[config.mk]
export PLATFORM = sky130hd
export DESIGN_NAME = burst_addr_gen
export DESIGN_NICKNAME = d
export VERILOG_FILES = /design/src/rtl/burst_pkg.sv /design/src/rtl/burst_load_ctrl.sv /design/src/rtl/burst_beat_cnt.sv /design/src/rtl/burst_base_reg.sv /design/src/rtl/burst_lane_map.sv /design/src/rtl/burst_addr_gen.sv
export SDC_FILE = /design/constraint.sdc
export NUM_CORES = 1
export LEC_CHECK = 0
export ABC_AREA = 1
export BUFFER_PORTS_ARGS = -buffer_cell sky130_fd_sc_hd__buf_2
export CAP_MARGIN = 20
export CORE_UTILIZATION = 45
export CTS_BUF_LIST = sky130_fd_sc_hd__clkbuf_8 sky130_fd_sc_hd__clkbuf_16
export DETAILED_ROUTE_END_ITERATION = 8
export MAX_ROUTING_LAYER = met4
export PLACE_DENSITY_LB_ADDON = 0.3
export SYNTH_ARGS = -nofsm -noshare
export SYNTH_HDL_FRONTEND = slang
export SYNTH_HIERARCHICAL = 1
export SYNTH_SLANG_ARGS = --single-unit
[constraint.sdc]
create_clock -name clk -period 1.3 [get_ports clk]
set_input_delay 0.065 -clock clk [delete_from_list [all_inputs] [get_ports clk]]
set_output_delay 0.065 -clock clk [all_outputs]
set_load 0.1 [all_outputs]
[src/rtl/burst_pkg.sv]
package burst_pkg;
  // Beat counter width; a burst covers 2**BCNT_W words.
  localparam int BCNT_W = 2;
  localparam int BEATS  = 1 << BCNT_W;

  typedef logic [BCNT_W-1:0] beat_t;

  typedef enum logic {
    ORD_LINEAR = 1'b0,
    ORD_ILV    = 1'b1
  } order_e;

  // Linear order: low bits count up from the start and wrap.
  function automatic beat_t lin_low(beat_t start, beat_t beat);
    return beat_t'(start + beat);
  endfunction

  // Interleaved order: low bits are the start flipped by the beat number.
  function automatic beat_t ilv_low(beat_t start, beat_t beat);
    return start ^ beat;
  endfunction

  // True on the final beat of a burst.
  function automatic logic is_final(beat_t beat);
    return beat == beat_t'(BEATS - 1);
  endfunction
endpackage

[src/rtl/burst_load_ctrl.sv]
module burst_load_ctrl (
  input  logic strobe_cpu,
  input  logic strobe_ctl,
  input  logic advance,
  output logic load_ev,
  output logic step_ev
);
  // A strobe on either side reloads; advance only counts when no strobe.
  always_comb begin
    load_ev = strobe_cpu | strobe_ctl;
    step_ev = advance & ~load_ev;
  end
endmodule

[src/rtl/burst_beat_cnt.sv]
module burst_beat_cnt
  import burst_pkg::*;
(
  input  logic  clk,
  input  logic  rst,
  input  logic  load_ev,
  input  logic  step_ev,
  output beat_t beat_q,
  output logic  last_q
);
  beat_t beat_d;

  always_comb begin
    beat_d = beat_q;
    if (load_ev)      beat_d = '0;
    else if (step_ev) beat_d = beat_t'(beat_q + 1'b1);
  end

  always_ff @(posedge clk) begin
    if (rst) begin
      beat_q <= '0;
      last_q <= 1'b0;
    end else begin
      beat_q <= beat_d;
      last_q <= is_final(beat_d);
    end
  end
endmodule

[src/rtl/burst_base_reg.sv]
module burst_base_reg
  import burst_pkg::*;
#(
  parameter int ADDR_W = 16
) (
  input  logic              clk,
  input  logic              rst,
  input  logic              load_ev,
  input  logic [ADDR_W-1:0] addr_in,
  input  logic              order_ilv,
  output logic [ADDR_W-1:0] base_q,
  output order_e            order_q
);
  always_ff @(posedge clk) begin
    if (rst) begin
      base_q  <= '0;
      order_q <= ORD_LINEAR;
    end else if (load_ev) begin
      base_q  <= addr_in;
      order_q <= order_ilv ? ORD_ILV : ORD_LINEAR;
    end
  end
endmodule

[src/rtl/burst_lane_map.sv]
module burst_lane_map
  import burst_pkg::*;
(
  input  beat_t  start,
  input  beat_t  beat,
  input  order_e order,
  output beat_t  low
);
  beat_t lin_w;
  beat_t ilv_w;

  // Interleaved lanes are independent bit flips; build one per bit.
  for (genvar i = 0; i < BCNT_W; i++) begin : g_ilv_lane
    assign ilv_w[i] = start[i] ^ beat[i];
  end

  always_comb begin
    lin_w = lin_low(start, beat);
    low   = (order == ORD_ILV) ? ilv_w : lin_w;
  end
endmodule

[src/rtl/burst_addr_gen.sv]
module burst_addr_gen
  import burst_pkg::*;
#(
  parameter int ADDR_W = 16
) (
  input  logic              clk,
  input  logic              rst,
  input  logic              strobe_cpu,
  input  logic              strobe_ctl,
  input  logic              advance,
  input  logic              order_ilv,
  input  logic [ADDR_W-1:0] addr_in,
  output logic [ADDR_W-1:0] addr_out,
  output logic              last_beat
);
  localparam int UP_W = ADDR_W - BCNT_W;

  // Named internal events, visible to the bound checker.
  logic              load_ev;
  logic              step_ev;
  beat_t             beat_q;
  order_e            order_q;
  logic              ilv_q;
  logic [ADDR_W-1:0] base_q;
  beat_t             low_w;

  burst_load_ctrl u_ctrl (
    .strobe_cpu (strobe_cpu),
    .strobe_ctl (strobe_ctl),
    .advance    (advance),
    .load_ev    (load_ev),
    .step_ev    (step_ev)
  );

  burst_beat_cnt u_cnt (
    .clk     (clk),
    .rst     (rst),
    .load_ev (load_ev),
    .step_ev (step_ev),
    .beat_q  (beat_q),
    .last_q  (last_beat)
  );

  burst_base_reg #(.ADDR_W(ADDR_W)) u_base (
    .clk       (clk),
    .rst       (rst),
    .load_ev   (load_ev),
    .addr_in   (addr_in),
    .order_ilv (order_ilv),
    .base_q    (base_q),
    .order_q   (order_q)
  );

  burst_lane_map u_map (
    .start (base_q[BCNT_W-1:0]),
    .beat  (beat_q),
    .order (order_q),
    .low   (low_w)
  );

  assign ilv_q    = (order_q == ORD_ILV);
  assign addr_out = {base_q[ADDR_W-1 -: UP_W], low_w};
endmodule

After elaboration in Yosys (flattened, before gate mapping)
Index checks and enable logic that the tools add are counted.
- add/subtract/negate cells: 2
- eq/ne operators: 1
- multiplexer cells: 4
- bitwise gates (word level): 5
- operators by type and width (cell ; count):
    2-bit two-way mux ; 3
    2-bit by 1-bit adder with 2-bit output, second input constant ; 1
    2-bit adder ; 1
    2-bit == test, second input constant ; 1
    1-bit XOR ; 2
    1-bit AND ; 1
    1-bit two-way mux ; 1
    1-bit inverter ; 1
    1-bit OR ; 1
- bits in registers: 20
- input port bits: 22
- output and inout port bits: 17
- word-level logic and storage cells: 16

Longest topological paths before layout
Gate-level depths: netlist of run 1.
- depth after elaboration: 6
- mapped depth: 7
- mapped depth without buffers: 7

Hierarchy
The synthesis of run 1 kept the hierarchy.
- modules (own cells, without submodules) (module ; instances ; cells an instance ; area an instance (µm²) ; seq. area each (µm²)):
    burst_base_reg ; 1 ; 108 ; 732.0 ; 340.3
    burst_beat_cnt ; 1 ; 18 ; 121.4 ; 60.1
    burst_lane_map ; 1 ; 15 ; 67.6 ; 0.0
    burst_load_ctrl ; 1 ; 5 ; 23.8 ; 0.0

Worst setup path before layout of run 1
OpenSTA, ideal clock, no wires.
- path kind: register to output
- start point: reg u_cnt.beat_q[0]
- end point: out addr_out[1]
- arrival time: 1.254 ns
- required time: 1.235 ns
- slack: -0.019 ns
- stages on the path, launching flop included: 7
- path buffers: 0
- cell sequence: dfxtp_1 -> ha_1 -> inv_1 -> nor2_1 -> nand3_1 -> nand2_1 -> inv_1
- cells in the longest elaborated chain, start to end: 2
- RTL lines (item ; RTL line ; text):
    from (decl) ; burst_beat_cnt.sv:8 ; output beat_t beat_q,
    from (signal assigned) ; burst_beat_cnt.sv:24 ; beat_q <= beat_d;
    2-bit adder ; burst_pkg.sv:15 ; return beat_t'(start + beat);
    2-bit two-way mux ; burst_lane_map.sv:19 ; low = (order == ORD_ILV) ? ilv_w : lin_w;
    to (decl) ; burst_addr_gen.sv:13 ; output logic [ADDR_W-1:0] addr_out,
No other way between the ends.

Worst setup path in the final report of run 1
- start point: reg u_base.base_q[0]
- end point: out addr_out[1]
- cells in the longest elaborated chain, start to end: 2
- RTL lines (item ; RTL line ; text):
    from (decl) ; burst_base_reg.sv:11 ; output logic [ADDR_W-1:0] base_q,
    from (signal assigned) ; burst_base_reg.sv:19 ; base_q <= addr_in;
    2-bit adder ; burst_pkg.sv:15 ;
    2-bit two-way mux ; burst_lane_map.sv:19 ;
No other way between the ends.

==> summary.md, run 1 <==
| Metric | Value |
|---|---|
| Crit path from | `u_base/base_q[0]$_SDFFE_PP0P_` |
| Post-DP Area | `1160 sq um` |
| Period utilization | `104%` |
| Sink Count | `20` |
| FF-to-FF Start | `u_cnt/beat_q[0]$_SDFF_PP0_` |
| Clk network pwr share | `29.0%` |
| Post-Synth Adder-Cell Area | `1.32%` |
| Largest cells by area after synthesis | `dfxtp_1 (42%), nand2_1 (17%), nor2_1 (14%)` |
| Largest area contributor in the netlist | `dfxtp_1` |
| Initial antenna violation count | `0` |
| Routed length on met2 | `890 um` |
| Worst setup EP type | `output pin` |
| Core area | `1960 sq um` |
| WS Path Type | `reg2out` |
| Via count | `919` |
| # diodes | `0` |
| Post-Synth Simple-Gate Area | `37.9%` |
| Crit path time final | `1350 ps` |
| Largest family of logic cells by synthesized area | `simple AND/OR/NAND/NOR gates` |
| Sw Ratio | `36.1%` |
| Critical path depth | `7` |
| VDD IR max | `0.000760 V` |
| # nets final | `210` |
| Fillcell total | `198` |
| Design area | `1240 sq um` |
| Port Buffers | `38` |
| Global placement routability congestion | `0.711` |
| CP max-delay cell | `dfxtp_2` |
| Yosys cell types | `13` |
| Clk slew on worst S/H paths | `70 ps` |
| CTS tree | `yes` |
| Fraction of registers with async set/reset | `0%` |
| Ports | `39` |
| Final Util | `63.3%` |
| Most common library cells after synthesis | `nand2_1 (44), nor2_1 (34), inv_1 (29)` |
| Fmax | `739 MHz` |
| CTS Buf Count | `3` |
| Syn. warnings | `6` |
| Crit-path cells | `ha_4, inv_2, nor2_1, nand3_1, nand2_2, clkinvlp_4, buf_12` |
| Leak pwr | `0.754 nW` |
| HP Class | `in2reg` |
| Total congestion overflow | `0` |
| Mapped cell area | `945 sq um` |
| Drt pass-1 iters | `4` |
| Number of global-route vias before repair | `738` |
| Post-synthesis mux area share | `0%` |
| Sequential fraction of the synthesis area | `42.4%` |
| Post-Route WL | `1.82 mm` |
| WHS Path Cells | `5` |
| Critical Path AT | `1290 ps` |
| Post-synth EDFFs | `0` |
| Critical path data required time | `1240 ps` |
| Syn nets | `169` |
| FP Rows | `16` |
| Finished Layout Cells | `213` |
| Synthesized flop and latch total | `20` |
| Final WS setup | `-53.6 ps` |
| Most frequent cell after synthesis | `nand2_1` |
| Ys flop type | `dfxtp_1` |
| Area growth syn-to-layout | `31.4%` |
| CP Buf/Inv Count | `3` |
| Syn_area_per_cell | `6.47 sq um` |
| Worst hold slack | `92.0 ps` |
| Worst-Skew Late Latency | `250 ps` |
| Share of the synthesized area in the top cell type | `42.4%` |
| Met3 routed WL | `98 um` |
| Status | `finished, violations left` |
| Worst-margin pin slew | `485 ps` |
| GRT Overall Usage | `18.6%` |
| Largest net degree at the start of global routing | `19` |
| Setup WS pre-CTS | `145 ps` |
| DIE WIDTH | `47.8 um` |
| Crit-path max FO | `2` |
| XOR/XNOR Fraction of Synth Area | `0%` |
| Int Power | `1.03 mW` |
| Pwr Density | `1300 nW/um^2` |
| Wire length of the first global-routing pass | `2.88 mm` |
| Multi-input gate area | `390 sq um` |
| Detail Route Antenna Nets | `0` |
| Final hold vios | `0` |
| CP startpoint kind | `register` |
| Layout cell share with drive strength beyond 1 | `32.3%` |
| Setup TNS | `-53.6 ps` |
| Post-DR wirelength/cell | `8.53 um` |
| Dpl hpwl | `1.35 mm` |
| CP peak stage delay | `360 ps` |
| Slew HR | `67.9%` |
| Vias per cell | `4.31` |
| Synthesized netlist cell count | `146` |
| Max layer used | `met4` |
| Max cap viols | `0` |
| Placed Cells | `208` |
| Clk root buf | `clkbuf_8` |
| # DRC | `0` |
| Failing checks | `setup timing` |
| Die H | `47.8 um` |
| Metal-1 WL | `803 um` |
| Initial Util | `48.2%` |
| Synth Area in Compound Gates | `0.530%` |
| Final setup viols | `1` |
| Logic pwr share | `29.2%` |
| Flop pwr share | `41.8%` |
| R2R depth | `3` |
| Register area | `403 sq um` |
| First DRT Iteration DRCs | `12` |
| Largest delay share family, worst path | `flip-flops` |
| Fin Clk Skew | `0.726 ps` |
| Worst hold start | `addr_in[0]` |
| Total power | `1.61 mW` |
| P_sw | `0.581 mW` |
| # H-tree levels | `1` |
| CTS Buffer Depth | `2` |
| Unrepaired setup endpoints after global routing | `yes` |
| Pins Over Slew Limit | `0` |
| Die ar. | `2290 sq um` |
worst reg2reg max path: stages (launching register included):
cell	delay, ps
dfxtp_2	340
buf_4	140
o21ai_0	230
nor2_1	70
final cells by class:
| class | instances | area share [%] |
|---|---|---|
| Tap cell | 27 | 2.72 |
| Clock buffer | 4 | 4.44 |
| Multi-Input combinational cell | 91 | 31.5 |
| Timing Repair Buffer | 41 | 19.6 |
| Sequential cell | 20 | 32.5 |
| Inverter | 30 | 9.38 |
path summary, 6_finish.rpt:
check	slack [ps]	to
setup reg to reg	410	u_cnt/beat_q[0]$_SDFF_PP0_
hold / removal	90	u_base/base_q[0]$_SDFFE_PP0P_
hold reg to reg	470	u_base/base_q[7]$_SDFFE_PP0P_
setup / recovery	-50	addr_out[1]
routing by layer:
layer | GRT usage, % | up-vias
li1 | - | 491
met1 | 20.6 | 399
met2 | 32.2 | 27
met3 | 3.40 | 2
met4 | 8.33 | 0
met5 | - | -
cell families (layout without fill, tap and decap cells):
logic type,after synthesis,after routing
fa+ha+maj,1,1
compound gates,1,1
buf+inv,35,75
simple gates,89,89
flops,20,20
flip-flops by register name (all words and copies together), names as in the netlist:
name / cells
u_base/order_q: 1
u_cnt/last_q: 1
u_cnt/beat_q: 2
u_base/base_q: 16
power groups by stage:
stage | logic, mW | clock network [mW] | registers [mW]
4_1_cts | 0.473 | 0.480 | 0.673
6_report | 0.469 | 0.466 | 0.673
3_5_place_dp | 0.468 | 0 | 0.685
2_1_floorplan | 0.155 | 0 | 0.910
5_1_grt | 0.500 | 0.510 | 0.679
3_3_place_gp | 0.461 | 0 | 0.683
layout by cell type (no fill, tap or decap), types with 3 or more instances in the layout:
cell	instances
buf_2	36
buf_4	3
clkbuf_8	4
dfxtp_1	18
inv_1	27
nand2_1	43
nand2_2	3
nand3_1	3
nor2_1	34
nor2_2	6
what timing repair did:
action	in CTS	in global routing
buffers inserted	1	0
pin swaps	2	3
resized for setup	6	0
hold buffers	0	0
setup endpoints to repair	1	1
No activity file was read; power rests on OpenSTA's default activity.
==> run 2, diff against run 1 <==
==> constraint.sdc (replaced) <==
create_clock -name clk -period 1.4 [get_ports clk]
set_input_delay 0.07 -clock clk [delete_from_list [all_inputs] [get_ports clk]]
set_output_delay 0.07 -clock clk [all_outputs]
set_load 0.1 [all_outputs]
==> run 2 against run 1 <==
Net effect: hold slack improved by 6.0 ps; total power decreased by 8.4%; highest routed layer unchanged; sequential cell count unchanged; the run now ends clean; sequential power decreased by 7.1%; final cell count decreased by 0.94%; clock-buffer cell count unchanged; largest power group unchanged.
==> summary.md, run 2 (synthesis gave the netlist of run 1 again) <==
| Metric | Value |
|---|---|
| Slew HR | `67.8% (was 67.9%)` |
| Drt pass-1 iters | `4 (unchanged)` |
| Post-Route WL | `1.72 mm (was 1.82 mm)` |
| Area growth syn-to-layout | `27.8% (was 31.4%)` |
| Most frequent cells in the layout | `nand2_1 (44), buf_2 (36), nor2_1 (34), inv_1 (29), dfxtp_1 (18) (was nand2_1 (43), buf_2 (36), nor2_1 (34), inv_1 (27), dfxtp_1 (18))` |
| Placed Cells | `207 (was 208)` |
| Pins Over Slew Limit | `0 (unchanged)` |
| Final setup viols | `0 (was 1)` |
| Met3 routed WL | `99 um (was 98 um)` |
| Layout cell share with drive strength beyond 1 | `29.9% (was 32.3%)` |
| CP peak stage delay | `370 ps (was 360 ps)` |
| Crit-path most repeated cell | `inv_1` |
| Final WS setup | `91.3 ps (was -53.6 ps)` |
| Global placement routability congestion | `0.675 (was 0.711)` |
| Dpl hpwl | `1.30 mm (was 1.35 mm)` |
| Die H | `47.8 um (unchanged)` |
| Largest register FFs | `16 (unchanged)` |
| WS Path Type | `reg2out (unchanged)` |
| Total power | `1.47 mW (was 1.61 mW)` |
| Vias per cell | `4.20 (was 4.31)` |
| CTS Buf Count | `3 (unchanged)` |
| CP max-delay cell | `dfxtp_2 (unchanged)` |
| Status | `finished, final reports clean (was finished, violations left)` |
| Setup WS pre-CTS | `299 ps (was 145 ps)` |
| Worst-Skew Late Latency | `250 ps (about the same)` |
| Crit path time final | `1310 ps` |
| Period utilization | `93.5%` |
| Routed length on met2 | `817 um (was 890 um)` |
| Fin Clk Skew | `0.775 ps (was 0.726 ps)` |
| Max cap viols | `0 (unchanged)` |
| Regs by FF count | `u_base/base_q x16, u_cnt/beat_q x2 (unchanged)` |
| HP Class | `in2reg (unchanged)` |
| Number of global-route vias before repair | `650 (was 738)` |
| Fillcell total | `198 (unchanged)` |
| Most flops, register | `u_base/base_q (unchanged)` |
| Final hold vios | `0 (unchanged)` |
| Die ar. | `2290 sq um (unchanged)` |
| Ports | `39 (unchanged)` |
| Setup TNS | `0 ps (was -53.6 ps)` |
| Fmax | `764 MHz` |
| Crit-path max FO | `4 (was 2)` |
| Port Buffers | `38 (unchanged)` |
| Worst reg-to-reg setup slack | `600 ps (was 410 ps)` |
| # H-tree levels | `1 (unchanged)` |
| # nets final | `208 (was 210)` |
| Max layer used | `met4 (unchanged)` |
| Via count | `886 (was 919)` |
| Largest delay share family, worst path | `flip-flops (unchanged)` |
| Metal-1 WL | `787 um (was 803 um)` |
| Worst-margin pin slew | `487 ps (was 485 ps)` |
| Clk slew on worst S/H paths | `70 ps (about the same)` |
| Initial antenna violation count | `0 (unchanged)` |
| First DRT Iteration DRCs | `9 (was 12)` |
| # diodes | `0 (unchanged)` |
| CTS Buffer Depth | `2 (unchanged)` |
| Initial Util | `48.2% (unchanged)` |
| FP Rows | `16 (unchanged)` |
| Commonest non-fill, non-tap cell in the layout | `nand2_1 (unchanged)` |
| Critical path data required time | `1330 ps (was 1240 ps)` |
| Post-DR wirelength/cell | `8.13 um (was 8.53 um)` |
| CP Buf/Inv Count | `3 (unchanged)` |
| Sink Count | `20 (unchanged)` |
| DIE WIDTH | `47.8 um (unchanged)` |
| Critical Path AT | `1240 ps (was 1290 ps)` |
| Pwr Density | `1220 nW/um^2 (was 1300 nW/um^2)` |
| Finished Layout Cells | `211 (was 213)` |
| GRT Overall Usage | `16.4% (was 18.6%)` |
| CTS tree | `yes (unchanged)` |
| Unrepaired setup endpoints after global routing | `no (was yes)` |
| Leak pwr | `0.748 nW (was 0.754 nW)` |
| Core area | `1960 sq um (unchanged)` |
| Crit-path cells | `ha_4, inv_1, nor2_1, nand3_1, nand2_1, inv_1, buf_12 (was ha_4, inv_2, nor2_1, nand3_1, nand2_2, clkinvlp_4, buf_12)` |
| Wire length of the first global-routing pass | `2.53 mm (was 2.88 mm)` |
| Clk root buf | `clkbuf_8 (unchanged)` |
| Largest net degree at the start of global routing | `22 (was 19)` |
| VDD IR max | `0.000657 V (was 0.000760 V)` |
| Detail Route Antenna Nets | `0 (unchanged)` |
| Worst setup EP type | `output pin (unchanged)` |
| # DRC | `0 (unchanged)` |
| Total congestion overflow | `0 (unchanged)` |
| CP startpoint kind | `register (unchanged)` |
[run 2: cell types whose count changed in the layout (fill, tap and decap cells not counted)]
cell / delta
inv_2: -1
clkinvlp_4: -1
buf_4: -2
inv_1: +2
nand2_1: +1
nand2_2: -1
clkbuf_4: +1
buf_12: -1
[run 2: metal layers]
metal,up-vias,GRT usage [%]
met3,2,4.53
met4,0,6.67
li1,483,-
met2,28,27.6
met5,-,-
met1,373,18.1
[run 2: what timing repair did]
item | in CTS | in global routing
resized for setup | 0 | 5
setup buffers | 0 | 0
hold buffers | 0 | 0
setup endpoints to repair | 0 | 1
[run 2: metrics by stage]
stage	instance area (sq um)	hold slack [ps]	utilization [%]
global placement	1130	352	57.8
finish	1210	98.0	61.5
detailed placement	1130	363	57.8
CTS	1190	97.3	60.7
global route	1210	109	61.5
floorplan	945	233	-
[run 2: worst paths after layout]
check / startpoint / to / cells past startpoint
max: u_cnt/beat_q[0]$_SDFF_PP0_ / addr_out[1] / 7
min: addr_in[0] / u_base/base_q[0]$_SDFFE_PP0P_ / 5
max reg2reg: u_cnt/beat_q[0]$_SDFF_PP0_ / u_cnt/beat_q[0]$_SDFF_PP0_ / 2
min reg2reg: u_base/base_q[7]$_SDFFE_PP0P_ / u_base/base_q[7]$_SDFFE_PP0P_ / 2
[run 2: where the power goes]
part	switching (mW)	internal [mW]	leakage (nW)	total (mW)
clock	0.179	0.250	0.0288	0.429
sequential	0.0194	0.605	0.167	0.625
combinational	0.331	0.0884	0.552	0.420
[run 2: cell type report]
class                      instances  area [sq um]  share of cell area [%]
multi-input combinational         91           388                    32.1
inverter                          30           113                    9.33
sequential                        20           403                    33.4
timing repair buffer              39           215                    17.8
clock buffer                       4          55.1                    4.56
tap                               27          33.8                    2.80
[run 2: worst min-delay path: stages]
cell and delay (ps):
buf_2 100, inv_1 40, nand2_1 40, nand2_1 50, nor2_1 30
==> run 3, diff against run 2 <==
--- a/config.mk
+++ b/config.mk
@@ -6,11 +6,12 @@
 export NUM_CORES = 1
 export LEC_CHECK = 0
 export ABC_AREA = 1
-export BUFFER_PORTS_ARGS = -buffer_cell sky130_fd_sc_hd__buf_2
 export CAP_MARGIN = 20
 export CORE_UTILIZATION = 45
 export CTS_BUF_LIST = sky130_fd_sc_hd__clkbuf_8 sky130_fd_sc_hd__clkbuf_16
+export CTS_CLUSTER_SIZE = 40
 export DETAILED_ROUTE_END_ITERATION = 8
+export DONT_BUFFER_PORTS = 1
 export MAX_ROUTING_LAYER = met4
 export PLACE_DENSITY_LB_ADDON = 0.3
 export SYNTH_ARGS = -nofsm -noshare
==> run 3 against run 2 <==
Net effect: the run now ends with hold timing left; critical endpoint unchanged; setup slack worse by 5.8 ps; register-to-register slack improved by 20 ps; wire length up 2.4%; non-clock buffer count fell by 20; critical path depth is the same; fmax is 0.44% lower; first-iteration DRC count decreased by 44%; clock-buffer cell count is 1 lower; clock power fell by 17%; die area is the same; final cell count down 10%; core utilization decreased by 3.6 points.
==> summary.md, run 3 (synthesis gave the netlist of run 1 again) <==
| Metric | Value |
|---|---|
| Status | `finished, violations left (was finished, final reports clean)` |
| Failing checks | `hold timing` |
| Largest net degree at the start of global routing | `30 (was 22)` |
| Dpl hpwl | `1.23 mm (was 1.30 mm)` |
| # H-tree levels | `1 (unchanged)` |
| Logic pwr share | `29.6% (was 28.5%)` |
| FP Rows | `16 (unchanged)` |
| Slew HR | `81.6% (was 67.8%)` |
| Via count | `819 (was 886)` |
| Worst reg-to-reg setup slack | `620 ps (was 600 ps)` |
| Initial antenna violation count | `0 (unchanged)` |
| Most frequent cells in the layout | `nand2_1 (44), nor2_1 (34), inv_1 (29), dfxtp_1 (18), buf_4 (17) (was nand2_1 (44), buf_2 (36), nor2_1 (34), inv_1 (29), dfxtp_1 (18))` |
| Flop pwr share | `44.9% (was 42.4%)` |
| Global placement routability congestion | `0.659 (was 0.675)` |
| Crit path from | `u_cnt/beat_q[0]$_SDFF_PP0_ (unchanged)` |
| Fin Clk Skew | `0.300 ps (was 0.775 ps)` |
| VDD IR max | `0.000650 V (was 0.000657 V)` |
| Pwr Density | `1230 nW/um^2 (was 1220 nW/um^2)` |
| Period utilization | `93.9% (was 93.5%)` |
| Most flops, register | `u_base/base_q (unchanged)` |
| Initial Util | `48.2% (unchanged)` |
| Largest register FFs | `16 (unchanged)` |
| Hold EP | `u_base/base_q[0]$_SDFFE_PP0P_ (unchanged)` |
| Int Power | `0.885 mW (was 0.943 mW)` |
| FF-to-FF Start | `u_cnt/beat_q[0]$_SDFF_PP0_ (unchanged)` |
| Setup WS pre-CTS | `335 ps (was 299 ps)` |
| Final setup viols | `0 (unchanged)` |
| Worst setup EP type | `output pin (unchanged)` |
| Clk network pwr share | `25.5% (was 29.1%)` |
| First DRT Iteration DRCs | `5 (was 9)` |
| HP Class | `in2reg (unchanged)` |
| Sink Count | `20 (unchanged)` |
| Port Buffers | `0 (was 38)` |
| # DRC | `0 (unchanged)` |
| Number of global-route vias before repair | `663 (was 650)` |
| GRT Overall Usage | `16.9% (was 16.4%)` |
| Area growth syn-to-layout | `20.3% (was 27.8%)` |
| Die ar. | `2290 sq um (unchanged)` |
| WHS Path Cells | `4 (was 5)` |
| # nets final | `188 (was 208)` |
| CP startpoint kind | `register (unchanged)` |
| Clk root buf | `clkbuf_8 (unchanged)` |
| Final Util | `57.9% (was 61.5%)` |
| Detail Route Antenna Nets | `0 (unchanged)` |
| Ports | `39 (unchanged)` |
| FF-to-FF End | `u_cnt/beat_q[0]$_SDFF_PP0_ (unchanged)` |
| Layout cell share with drive strength beyond 1 | `20.2% (was 29.9%)` |
| # diodes | `0 (unchanged)` |
| Placed Cells | `186 (was 207)` |
| Fmax | `761 MHz (was 764 MHz)` |
| CTS Buffer Depth | `2 (unchanged)` |
| Worst-Skew Late Latency | `250 ps (about the same)` |
| Max cap viols | `0 (unchanged)` |
| Wire length of the first global-routing pass | `2.56 mm (was 2.53 mm)` |
| Pins Over Slew Limit | `0 (unchanged)` |
| Drt pass-1 iters | `5 (was 4)` |
| Worst hold slack | `-1.47 ps (was 98.0 ps)` |
| Post-DR wirelength/cell | `9.25 um (was 8.13 um)` |
| Final hold vios | `1 (was 0)` |
| Crit path time final | `1310 ps (about the same)` |
| Total congestion overflow | `0 (unchanged)` |
| Regs by FF count | `u_base/base_q x16, u_cnt/beat_q x2 (unchanged)` |
| Critical Path AT | `1240 ps (about the same)` |
| CTS Buf Count | `3 (unchanged)` |
| Post-Route WL | `1.76 mm (was 1.72 mm)` |
| Worst hold start | `addr_in[0] (unchanged)` |
| Worst-margin pin slew | `276 ps (was 487 ps)` |
| WS Path Type | `reg2out (unchanged)` |
| Die H | `47.8 um (unchanged)` |
| Crit-path max FO | `4 (unchanged)` |
| Clk slew on worst S/H paths | `60 ps (was 70 ps)` |
| DIE WIDTH | `47.8 um (unchanged)` |
| Critical path data required time | `1330 ps (about the same)` |
| Final WS setup | `85.5 ps (was 91.3 ps)` |
| Core area | `1960 sq um (unchanged)` |
| Sw Ratio | `36.6% (was 36.0%)` |
| Finished Layout Cells | `190 (was 211)` |
| Commonest non-fill, non-tap cell in the layout | `nand2_1 (unchanged)` |
| Leak pwr | `0.667 nW (was 0.748 nW)` |
| R2R depth | `2 (unchanged)` |
| P_sw | `0.511 mW (was 0.530 mW)` |
| CTS tree | `yes (unchanged)` |
| Vias per cell | `4.31 (was 4.20)` |
-- run 3: power by group through the flow --
| stage | registers, mW | clock network [mW] | logic (mW) |
|---|---|---|---|
| after global routing | 0.632 | 0.417 | 0.439 |
| after floorplan | 0.845 | 0 | 0.142 |
| after global placement | 0.636 | 0 | 0.406 |
| final | 0.627 | 0.355 | 0.413 |
| after detailed placement | 0.638 | 0 | 0.411 |
| after CTS | 0.625 | 0.374 | 0.414 |
-- run 3: what timing repair did --
action | 4_1_cts | 5_1_grt
hold buffers | 1 | 0
gates resized for setup | 0 | 4
setup buffers | 0 | 0
hold endpoints to repair | 1 | 0
endpoints found under the setup margin | 0 | 1
-- run 3: worst max-delay path by stage --
stage | to | slack (ps) | cells after the start
after floorplan | addr_out[1] | 80 | 6
after detailed placement | addr_out[1] | 330 | 7
after global placement | addr_out[1] | 370 | 7
after global routing | addr_out[1] | -7 | 7
final | addr_out[1] | 90 | 7
after CTS | addr_out[1] | 20 | 7
-- run 3: worst max-delay path, cell delays in order (launching register included) --
cell and delay, ps:
dfxtp_2 380, ha_4 140, inv_1 40, nor2_1 80
nand3_1 70, nand2_1 60, inv_1 60, buf_12 160
-- run 3: layout make-up --
class	instances	area [sq um]
Fill cell	197	826
Multi-Input combinational cell	91	388
Tap cell	27	33.8
Sequential cell	20	403
Timing Repair Buffer	19	158
Inverter	30	113
Clock buffer	3	41.3
-- run 3: routing by layer --
metal	track usage, %	part of all wire, %	vias up
li1	-	-	443
met1	18.3	41	343
met3	3.40	5.0	4
met2	28.4	51	29
met4	10.0	2.4	0
met5	-	0	-
-- run 3: stage by stage --
step                      setup TNS, ps  instance area [sq um]  total power, mW
after floorplan                       0                    945            0.987
after global placement                0                   1070             1.04
after detailed placement              0                   1070             1.05
after CTS                             0                   1120             1.41
after global routing              -6.57                   1140             1.49
final                                 0                   1140             1.40
